<file path="config.mk">
export PLATFORM = sky130hd
export DESIGN_NAME = nbr_remap_xlator
export DESIGN_NICKNAME = d
export VERILOG_FILES = /design/src/rtl/nbr_pkg.sv /design/src/rtl/nbr_map_table.sv /design/src/rtl/nbr_xlate.sv /design/src/rtl/nbr_init_seq.sv /design/src/rtl/nbr_remap_xlator.sv
export SDC_FILE = /design/constraint.sdc
export NUM_CORES = 1
export LEC_CHECK = 0
export BUFFER_PORTS_ARGS = -buffer_cell sky130_fd_sc_hd__buf_4
export CORE_MARGIN = 2
export CORE_UTILIZATION = 30
export DETAILED_ROUTE_END_ITERATION = 8
export PLACE_DENSITY = 0.5
export SLEW_MARGIN = 25
export SYNTH_ARGS = -nofsm -noshare
export SYNTH_HDL_FRONTEND = slang
export SYNTH_SLANG_ARGS = --single-unit
</file>
<file path="constraint.sdc">
create_clock -name clk -period 2.3 [get_ports clk]
set_input_delay 0.115 -clock clk [delete_from_list [all_inputs] [get_ports clk]]
set_output_delay 0.115 -clock clk [all_outputs]
set_load 0.01 [all_outputs]
</file>
<file path="src/rtl/nbr_pkg.sv">
package nbr_pkg;
  localparam logic [31:0] REC_TAG = 32'h3e10c8ed;

  typedef enum logic [3:0] {
    ST_PROBE, ST_PROBE_W, ST_REB, ST_REB_W, ST_SCAN, ST_SCAN_W,
    ST_ALLOC, ST_ALLOC_W, ST_WRITE, ST_MARK, ST_DONE
  } seq_state_e;
endpackage

</file>
<file path="src/rtl/nbr_map_table.sv">
module nbr_map_table #(
  parameter int NUM_BLOCKS = 16,
  localparam int BLK_W = $clog2(NUM_BLOCKS)
) (
  input  logic             clk,
  input  logic             rst_n,
  input  logic             we,
  input  logic [BLK_W-1:0] waddr,
  input  logic [BLK_W-1:0] wdata,
  input  logic [BLK_W-1:0] raddr,
  output logic [BLK_W-1:0] rdata
);
  logic [BLK_W-1:0] ent [NUM_BLOCKS];

  for (genvar g = 0; g < NUM_BLOCKS; g++) begin : g_ent
    logic [BLK_W-1:0] q;
    always_ff @(posedge clk or negedge rst_n) begin
      if (!rst_n)                                  q <= BLK_W'(g);
      else if (we && waddr == BLK_W'(g))           q <= wdata;
    end
    assign ent[g] = q;
  end

  assign rdata = ent[raddr];
endmodule

</file>
<file path="src/rtl/nbr_xlate.sv">
module nbr_xlate #(
  parameter int BLK_W    = 4,
  parameter int PG_OFF_W = 3,
  localparam int PAGE_W  = BLK_W + PG_OFF_W
) (
  input  logic              ready_en,
  input  logic              in_valid,
  output logic              in_ready,
  input  logic [PAGE_W-1:0] in_page,
  output logic              out_valid,
  input  logic              out_ready,
  output logic [PAGE_W-1:0] out_page,
  output logic [BLK_W-1:0]  map_raddr,
  input  logic [BLK_W-1:0]  map_rdata
);
  assign map_raddr = in_page[PAGE_W-1:PG_OFF_W];
  assign out_page  = {map_rdata, in_page[PG_OFF_W-1:0]};
  assign in_ready  = ready_en & out_ready;
  assign out_valid = ready_en & in_valid & out_ready;
endmodule

</file>
<file path="src/rtl/nbr_init_seq.sv">
module nbr_init_seq
  import nbr_pkg::*;
#(
  parameter int NUM_BLOCKS = 16,
  parameter int NUM_SPARE  = 4,
  localparam int BLK_W     = $clog2(NUM_BLOCKS),
  localparam int CNT_W     = $clog2(NUM_BLOCKS + 1),
  localparam int FIRST_RES = NUM_BLOCKS - NUM_SPARE
) (
  input  logic             clk,
  input  logic             rst_n,
  output logic             req_valid,
  input  logic             req_ready,
  output logic             req_wr,
  output logic [BLK_W-1:0] req_blk,
  output logic [15:0]      req_idx,
  input  logic             rsp_valid,
  input  logic [31:0]      rsp_tag,
  input  logic [15:0]      rsp_idx,
  input  logic             rsp_bad,
  output logic             map_we,
  output logic [BLK_W-1:0] map_waddr,
  output logic [BLK_W-1:0] map_wdata,
  output logic             busy,
  output logic             pool_empty
);
  seq_state_e       state;
  logic [CNT_W-1:0] cur, alloc;
  logic [BLK_W-1:0] wr_blk;
  logic             found_q;
  logic             tag_ok, last_user, last_blk, pool_out;
  seq_state_e       scan_end;

  assign tag_ok    = (rsp_tag == REC_TAG);
  assign last_user = (cur == CNT_W'(FIRST_RES - 1));
  assign last_blk  = (cur == CNT_W'(NUM_BLOCKS - 1));
  assign pool_out  = (alloc == CNT_W'(NUM_BLOCKS));
  assign scan_end  = found_q ? ST_DONE : ST_MARK;
  assign busy      = (state != ST_DONE);

  always_comb begin
    req_valid = 1'b0;
    req_wr    = 1'b0;
    req_blk   = cur[BLK_W-1:0];
    req_idx   = 16'(cur);
    unique case (state)
      ST_PROBE: begin req_valid = 1'b1; req_blk = BLK_W'(FIRST_RES); end
      ST_REB, ST_SCAN: req_valid = 1'b1;
      ST_ALLOC: begin req_valid = !pool_out; req_blk = alloc[BLK_W-1:0]; end
      ST_WRITE: begin req_valid = 1'b1; req_wr = 1'b1; req_blk = wr_blk; end
      ST_MARK: begin
        req_valid = 1'b1; req_wr = 1'b1;
        req_blk = BLK_W'(FIRST_RES); req_idx = 16'(FIRST_RES);
      end
      default: ;
    endcase
  end

  always_comb begin
    map_we    = 1'b0;
    map_waddr = cur[BLK_W-1:0];
    map_wdata = '0;
    unique case (state)
      ST_REB_W: if (rsp_valid && tag_ok && rsp_idx != 16'(cur) &&
                    rsp_idx < 16'(FIRST_RES)) begin
        map_we    = 1'b1;
        map_waddr = rsp_idx[BLK_W-1:0];
        map_wdata = cur[BLK_W-1:0];
      end
      ST_ALLOC:   map_we = pool_out;
      ST_ALLOC_W: if (rsp_valid && !rsp_bad) begin
        map_we    = 1'b1;
        map_wdata = alloc[BLK_W-1:0];
      end
      default: ;
    endcase
  end

  always_ff @(posedge clk or negedge rst_n) begin
    if (!rst_n) begin
      state      <= ST_PROBE;
      cur        <= '0;
      alloc      <= CNT_W'(FIRST_RES);
      wr_blk     <= '0;
      found_q    <= 1'b0;
      pool_empty <= 1'b0;
    end else begin
      unique case (state)
        ST_PROBE: if (req_ready) state <= ST_PROBE_W;
        ST_PROBE_W: if (rsp_valid) begin
          if (tag_ok) begin cur <= CNT_W'(FIRST_RES); state <= ST_REB; end
          else        begin cur <= '0;                state <= ST_SCAN; end
        end
        ST_REB: if (req_ready) state <= ST_REB_W;
        ST_REB_W: if (rsp_valid) begin
          if (map_we) alloc <= cur + 1'b1;
          if (last_blk) state <= ST_DONE;
          else begin cur <= cur + 1'b1; state <= ST_REB; end
        end
        ST_SCAN: if (req_ready) state <= ST_SCAN_W;
        ST_SCAN_W: if (rsp_valid) begin
          if (rsp_bad) begin found_q <= 1'b1; state <= ST_ALLOC; end
          else if (last_user) state <= scan_end;
          else begin cur <= cur + 1'b1; state <= ST_SCAN; end
        end
        ST_ALLOC: begin
          if (pool_out) begin
            pool_empty <= 1'b1;
            if (last_user) state <= ST_DONE;
            else begin cur <= cur + 1'b1; state <= ST_SCAN; end
          end else if (req_ready) state <= ST_ALLOC_W;
        end
        ST_ALLOC_W: if (rsp_valid) begin
          alloc <= alloc + 1'b1;
          if (rsp_bad) state <= ST_ALLOC;
          else begin wr_blk <= alloc[BLK_W-1:0]; state <= ST_WRITE; end
        end
        ST_WRITE: if (req_ready) begin
          if (last_user) state <= ST_DONE;
          else begin cur <= cur + 1'b1; state <= ST_SCAN; end
        end
        ST_MARK: if (req_ready) state <= ST_DONE;
        default: ;
      endcase
    end
  end
endmodule

</file>
<file path="src/rtl/nbr_remap_xlator.sv">
module nbr_remap_xlator #(
  parameter int NUM_BLOCKS = 16,
  parameter int NUM_SPARE  = 4,
  parameter int PG_OFF_W   = 3,
  localparam int BLK_W     = $clog2(NUM_BLOCKS),
  localparam int PAGE_W    = BLK_W + PG_OFF_W
) (
  input  logic              clk,
  input  logic              rst_n,
  output logic              req_valid,
  input  logic              req_ready,
  output logic              req_wr,
  output logic [BLK_W-1:0]  req_blk,
  output logic [15:0]       req_idx,
  input  logic              rsp_valid,
  input  logic [31:0]       rsp_tag,
  input  logic [15:0]       rsp_idx,
  input  logic              rsp_bad,
  input  logic              xl_in_valid,
  output logic              xl_in_ready,
  input  logic [PAGE_W-1:0] xl_in_page,
  output logic              xl_out_valid,
  input  logic              xl_out_ready,
  output logic [PAGE_W-1:0] xl_out_page,
  output logic              busy,
  output logic              pool_empty
);
  logic             map_we;
  logic [BLK_W-1:0] map_waddr, map_wdata, map_raddr, map_rdata;

  nbr_init_seq #(.NUM_BLOCKS(NUM_BLOCKS), .NUM_SPARE(NUM_SPARE)) u_seq (
    .clk, .rst_n, .req_valid, .req_ready, .req_wr, .req_blk, .req_idx,
    .rsp_valid, .rsp_tag, .rsp_idx, .rsp_bad,
    .map_we, .map_waddr, .map_wdata, .busy, .pool_empty
  );

  nbr_map_table #(.NUM_BLOCKS(NUM_BLOCKS)) u_map (
    .clk, .rst_n, .we(map_we), .waddr(map_waddr), .wdata(map_wdata),
    .raddr(map_raddr), .rdata(map_rdata)
  );

  nbr_xlate #(.BLK_W(BLK_W), .PG_OFF_W(PG_OFF_W)) u_xl (
    .ready_en(!busy), .in_valid(xl_in_valid), .in_ready(xl_in_ready),
    .in_page(xl_in_page), .out_valid(xl_out_valid), .out_ready(xl_out_ready),
    .out_page(xl_out_page), .map_raddr, .map_rdata
  );
endmodule

</file>
==> flow_summary.rst <==
.. list-table::
   :header-rows: 1

   * - Metric
     - Value
   * - Run status
     - finished with violations
   * - Violations in the final reports
     - setup timing
   * - Met2 Routed Length
     - 7340 um
   * - Placed cell count
     - 791
   * - Vias after detailed routing
     - 4326
   * - H-tree depth reported by CTS
     - 3
   * - Overall die height
     - 136 um
   * - Clock slew at the register clock pins of the worst setup and hold paths
     - 60 ps
   * - Worst-path fanout max
     - 5
   * - Ratio of cells with drive above 1 in the final layout
     - 57.0%
   * - Effective utilization at floorplan
     - 30.4%
   * - Multiplexer share of the synthesized area
     - 24.9%
   * - Fmax
     - 403 MHz
   * - Syn_area_per_cell
     - 11.3 sq um
   * - Area of the placeable core
     - 17200 sq um
   * - Pwr per Cell Area
     - 474 nW/um^2
   * - Leakage component of the power
     - 0.00310 uW
   * - Worst reg-to-reg path cell count
     - 6
   * - Detailed Route WL
     - 15300 um
   * - CP startpoint
     - u_seq.state[2]
   * - Portion of the post-synthesis area used by sequential elements
     - 41.1%
   * - Clk buf depth
     - 2
   * - Die footprint
     - 18500 sq um
   * - Number of design-rule violations left by the first detailed-router iteration
     - 363
   * - Part of the total power dissipated in the clock network
     - 49.3%
   * - Number of max-cap violations
     - 0
   * - Post-synthesis share of cell area spent on xor and xnor gates
     - 1.34%
   * - Most instantiated library cell after synthesis
     - sky130_fd_sc_hd__mux2_2
   * - Worst-case setup margin in the final layout
     - -184 ps
   * - Wire length of the first global-routing pass
     - 24100 um
   * - Dominant combinational cell family by area after synthesis
     - multiplexers
   * - Netlist Area Pre-Place
     - 5220 sq um
   * - Fraction of the mapped netlist area in simple logic gates
     - 13.5%
   * - Signal arrival time at the worst endpoint
     - 2710 ps
   * - Aggregate global-route resource usage
     - 17.0%
   * - Highest metal layer with signal wires
     - met4
   * - Die width
     - 136 um
   * - Internal reg-to-reg setup slack
     - -180 ps
   * - Number of antenna violations at the first check in global routing
     - 0
   * - Dominant cell type by area after synthesis
     - sky130_fd_sc_hd__dfrtp_1
   * - Synthesis Warnings
     - 0
   * - Unrepaired setup endpoints after global routing
     - yes
   * - Worst reg2reg startpoint
     - u_seq.state[2]
   * - Net Sw Power
     - 753 uW
   * - Final setup skew
     - 7.64 ps
   * - Cell Count, Final, Fillers Out
     - 818
   * - Detail Placement HPWL
     - 10900 um
   * - # DRC
     - 0
   * - Sink Count
     - 84
   * - Detailed-routing wirelength on met1
     - 7110 um
   * - Number of global-route vias before repair
     - 4397
   * - Last element of the critical path
     - u_map.g_ent[0].q[0]
   * - Worst-Margin Slew
     - 773 ps
   * - Post-synth top flop
     - sky130_fd_sc_hd__dfrtp_1
   * - Post-synthesis adder-cell area fraction
     - 0.959%
   * - Largest net degree at the start of global routing
     - 48
   * - Synth Instances
     - 462
   * - Setup crit end kind
     - flop
   * - Post-DRT Antenna Nets
     - 0
   * - # setup viols final
     - 66
   * - Fill count
     - 1652
   * - TritonCTS Buffers
     - 9
   * - Post-synthesis compound-gate area fraction
     - 13.3%
   * - Post-detailed-route wirelength per cell
     - 18.7 um
   * - Final Cycle Share
     - 108%
   * - Area share of the leading cell type in the synthesized netlist
     - 24.0%
   * - I/O pin total
     - 95
   * - Total count of max-transition violations in the final report
     - 0
   * - Synth cell count leaders
     - sky130_fd_sc_hd__mux2_2 (70), sky130_fd_sc_hd__dfrtp_1 (50), sky130_fd_sc_hd__dfstp_2 (34)
   * - Remaining global-route overflow
     - 0
   * - Drt first pass iters
     - 5
   * - Worst max-slew margin expressed relative to the limit
     - 48.1%
   * - Internal Pwr Total
     - 2670 uW
   * - Met3 routed wirelength
     - 692 um
   * - Number of I/O port buffers
     - 77
   * - Standard-cell rows
     - 48
   * - Switching power as a share of total power
     - 22.0%
   * - Sequential group share of total power
     - 43.4%
   * - Critical Setup Path Class
     - reg2reg
   * - Kind of start point of the critical path
     - flop
   * - Class of the tightest hold or removal check
     - in2reg
   * - Summed negative setup slack over all endpoints
     - -6210 ps
   * - Cell types occupying the most area after synthesis
     - sky130_fd_sc_hd__dfrtp_1 (24%), sky130_fd_sc_hd__dfstp_2 (17%), sky130_fd_sc_hd__mux2_2 (15%), sky130_fd_sc_hd__mux4_2 (8.6%), sky130_fd_sc_hd__buf_4 (2.0%)
   * - Number of nets in the finished design
     - 654
   * - Clk Latency, worst-skew pair
     - 340 ps
   * - Required arrival time at the worst endpoint
     - 2530 ps
   * - Average vias per placed instance
     - 5.29
   * - Time the final worst path needs with I/O delays and setup
     - 2480 ps
   * - Combinational cell fraction of total power
     - 7.3%
   * - End of the worst register-to-register path
     - u_map.g_ent[0].q[0]
   * - Worst-case vdd ir drop
     - 0.338 mV
   * - Number of antenna diodes
     - 0
   * - Global placer's final weighted congestion
     - 0.837
   * - Post-synthesis cell type count
     - 64
   * - Area overhead of the layout relative to synthesis
     - 38.4%
   * - Root buffer cell
     - sky130_fd_sc_hd__clkbuf_16
   * - Final number of hold-violating endpoints
     - 0
   * - Share of synthesized registers carrying an async set or reset
     - 100%
   * - Count of flip-flops with a built-in enable after synthesis
     - 0
   * - Flip-flop and latch count after synthesis
     - 84
   * - Clock tree from TritonCTS
     - yes
layer usage:
layer	GRT usage [%]	up-vias
met4	4.46	0
met5	0	-
met3	2.61	12
met1	23.2	2203
li1	-	1971
met2	28.3	140
flip-flops by register name, summed over array words and instances, names as in the netlist:
name / count
u_seq.found_q: 1
u_seq.cur: 5
u_map.g_ent.q: 64
u_seq.pool_empty: 1
u_seq.wr_blk: 4
u_seq.alloc: 5
u_seq.state: 4
critical path, stage by stage (launching register included):
cell                      delay, ps
sky130_fd_sc_hd__dfrtp_1        490
sky130_fd_sc_hd__buf_4          180
sky130_fd_sc_hd__and4b_1        220
sky130_fd_sc_hd__a32o_1         220
sky130_fd_sc_hd__or3b_1         460
sky130_fd_sc_hd__a22oi_2        410
sky130_fd_sc_hd__mux2_2         380
power by group through the flow:
stage | registers (uW) | clock network [uW] | logic (uW)
2_1_floorplan | 1510 | 0 | 99.7
3_3_place_gp | 1510 | 0 | 229
3_5_place_dp | 1510 | 0 | 233
4_1_cts | 1490 | 1720 | 244
5_1_grt | 1480 | 1800 | 274
6_report | 1490 | 1690 | 249
per-stage QoR:
step                utilization, %  hold slack (ps)  worst slack (ps)  power (uW)  cell area [sq um]
CTS                           40.8             88.1              -143        3450               7010
floorplan                        -             -181              -130        1610               5320
global route                  42.0             97.4              -266        3560               7220
finish                        42.0             99.1              -184        3420               7220
global placement              37.6              107              -312        1740               6470
detailed placement            37.6              117              -348        1740               6470
cell families after synthesis:
kind of cell | after synthesis
other | 1
adder cells (fa/ha/maj) | 4
flip-flops | 84
buffers and inverters | 53
AO/OA/AOI/OAI | 95
multiplexers | 96
XOR/XNOR | 8
AND/OR/NAND/NOR | 121
placed cells by master, fill, tap and decap left out, drive strengths merged, types with 4 or more instances in the layout:
cell    instances
nor4bb          4
a31oi           5
nand3           6
nand2          24
nor2b          11
nand2b          8
and4b           4
dfrtp          50
ha              4
conb           11
mux2           70
a21oi          22
and3            5
nand4           9
and2            5
nor3            5
a32oi           4
a22oi          11
buf           147
dfstp          34
mux4           20
o21ai          23
xor2            6
mux2i           6
clkbuf         11
nor4            5
nor2           22
inv            11
a22o            5
worst min path at each step:
stage                 start             endpoint  slack, ps  depth (start not counted)
CTS                 rsp_bad        u_seq.found_q         90                          2
global route        rsp_bad        u_seq.found_q        100                          2
floorplan             rst_n  u_map.g_ent[0].q[0]       -180                          0
global placement      rst_n         u_seq.cur[2]        110                          1
finish              rsp_bad        u_seq.found_q        100                          2
detailed placement    rst_n         u_seq.cur[2]        120                          1
area by class of cell:
| cell class | instances | area [sq um] | area share (%) |
|---|---|---|---|
| Clock buffer | 11 | 264 | 3.66 |
| Clock inverter | 5 | 88.8 | 1.23 |
| Inverter | 9 | 33.8 | 0.468 |
| Multi-Input combinational cell | 336 | 3170 | 43.9 |
| Sequential cell | 84 | 2140 | 29.7 |
| Tap cell | 225 | 282 | 3.90 |
| Timing Repair Buffer | 148 | 1230 | 17.1 |
what timing repair did:
action / 4_1_cts / 5_1_grt
setup endpoints to repair: 65 / 72
resized for setup: 29 / 41
setup buffers: 8 / 6
pin swaps: 13 / 12
hold buffers: 1 / 0
gates cloned: 0 / 1
hold endpoints to repair: 17 / 0
(Power assumes the default switching activity.)
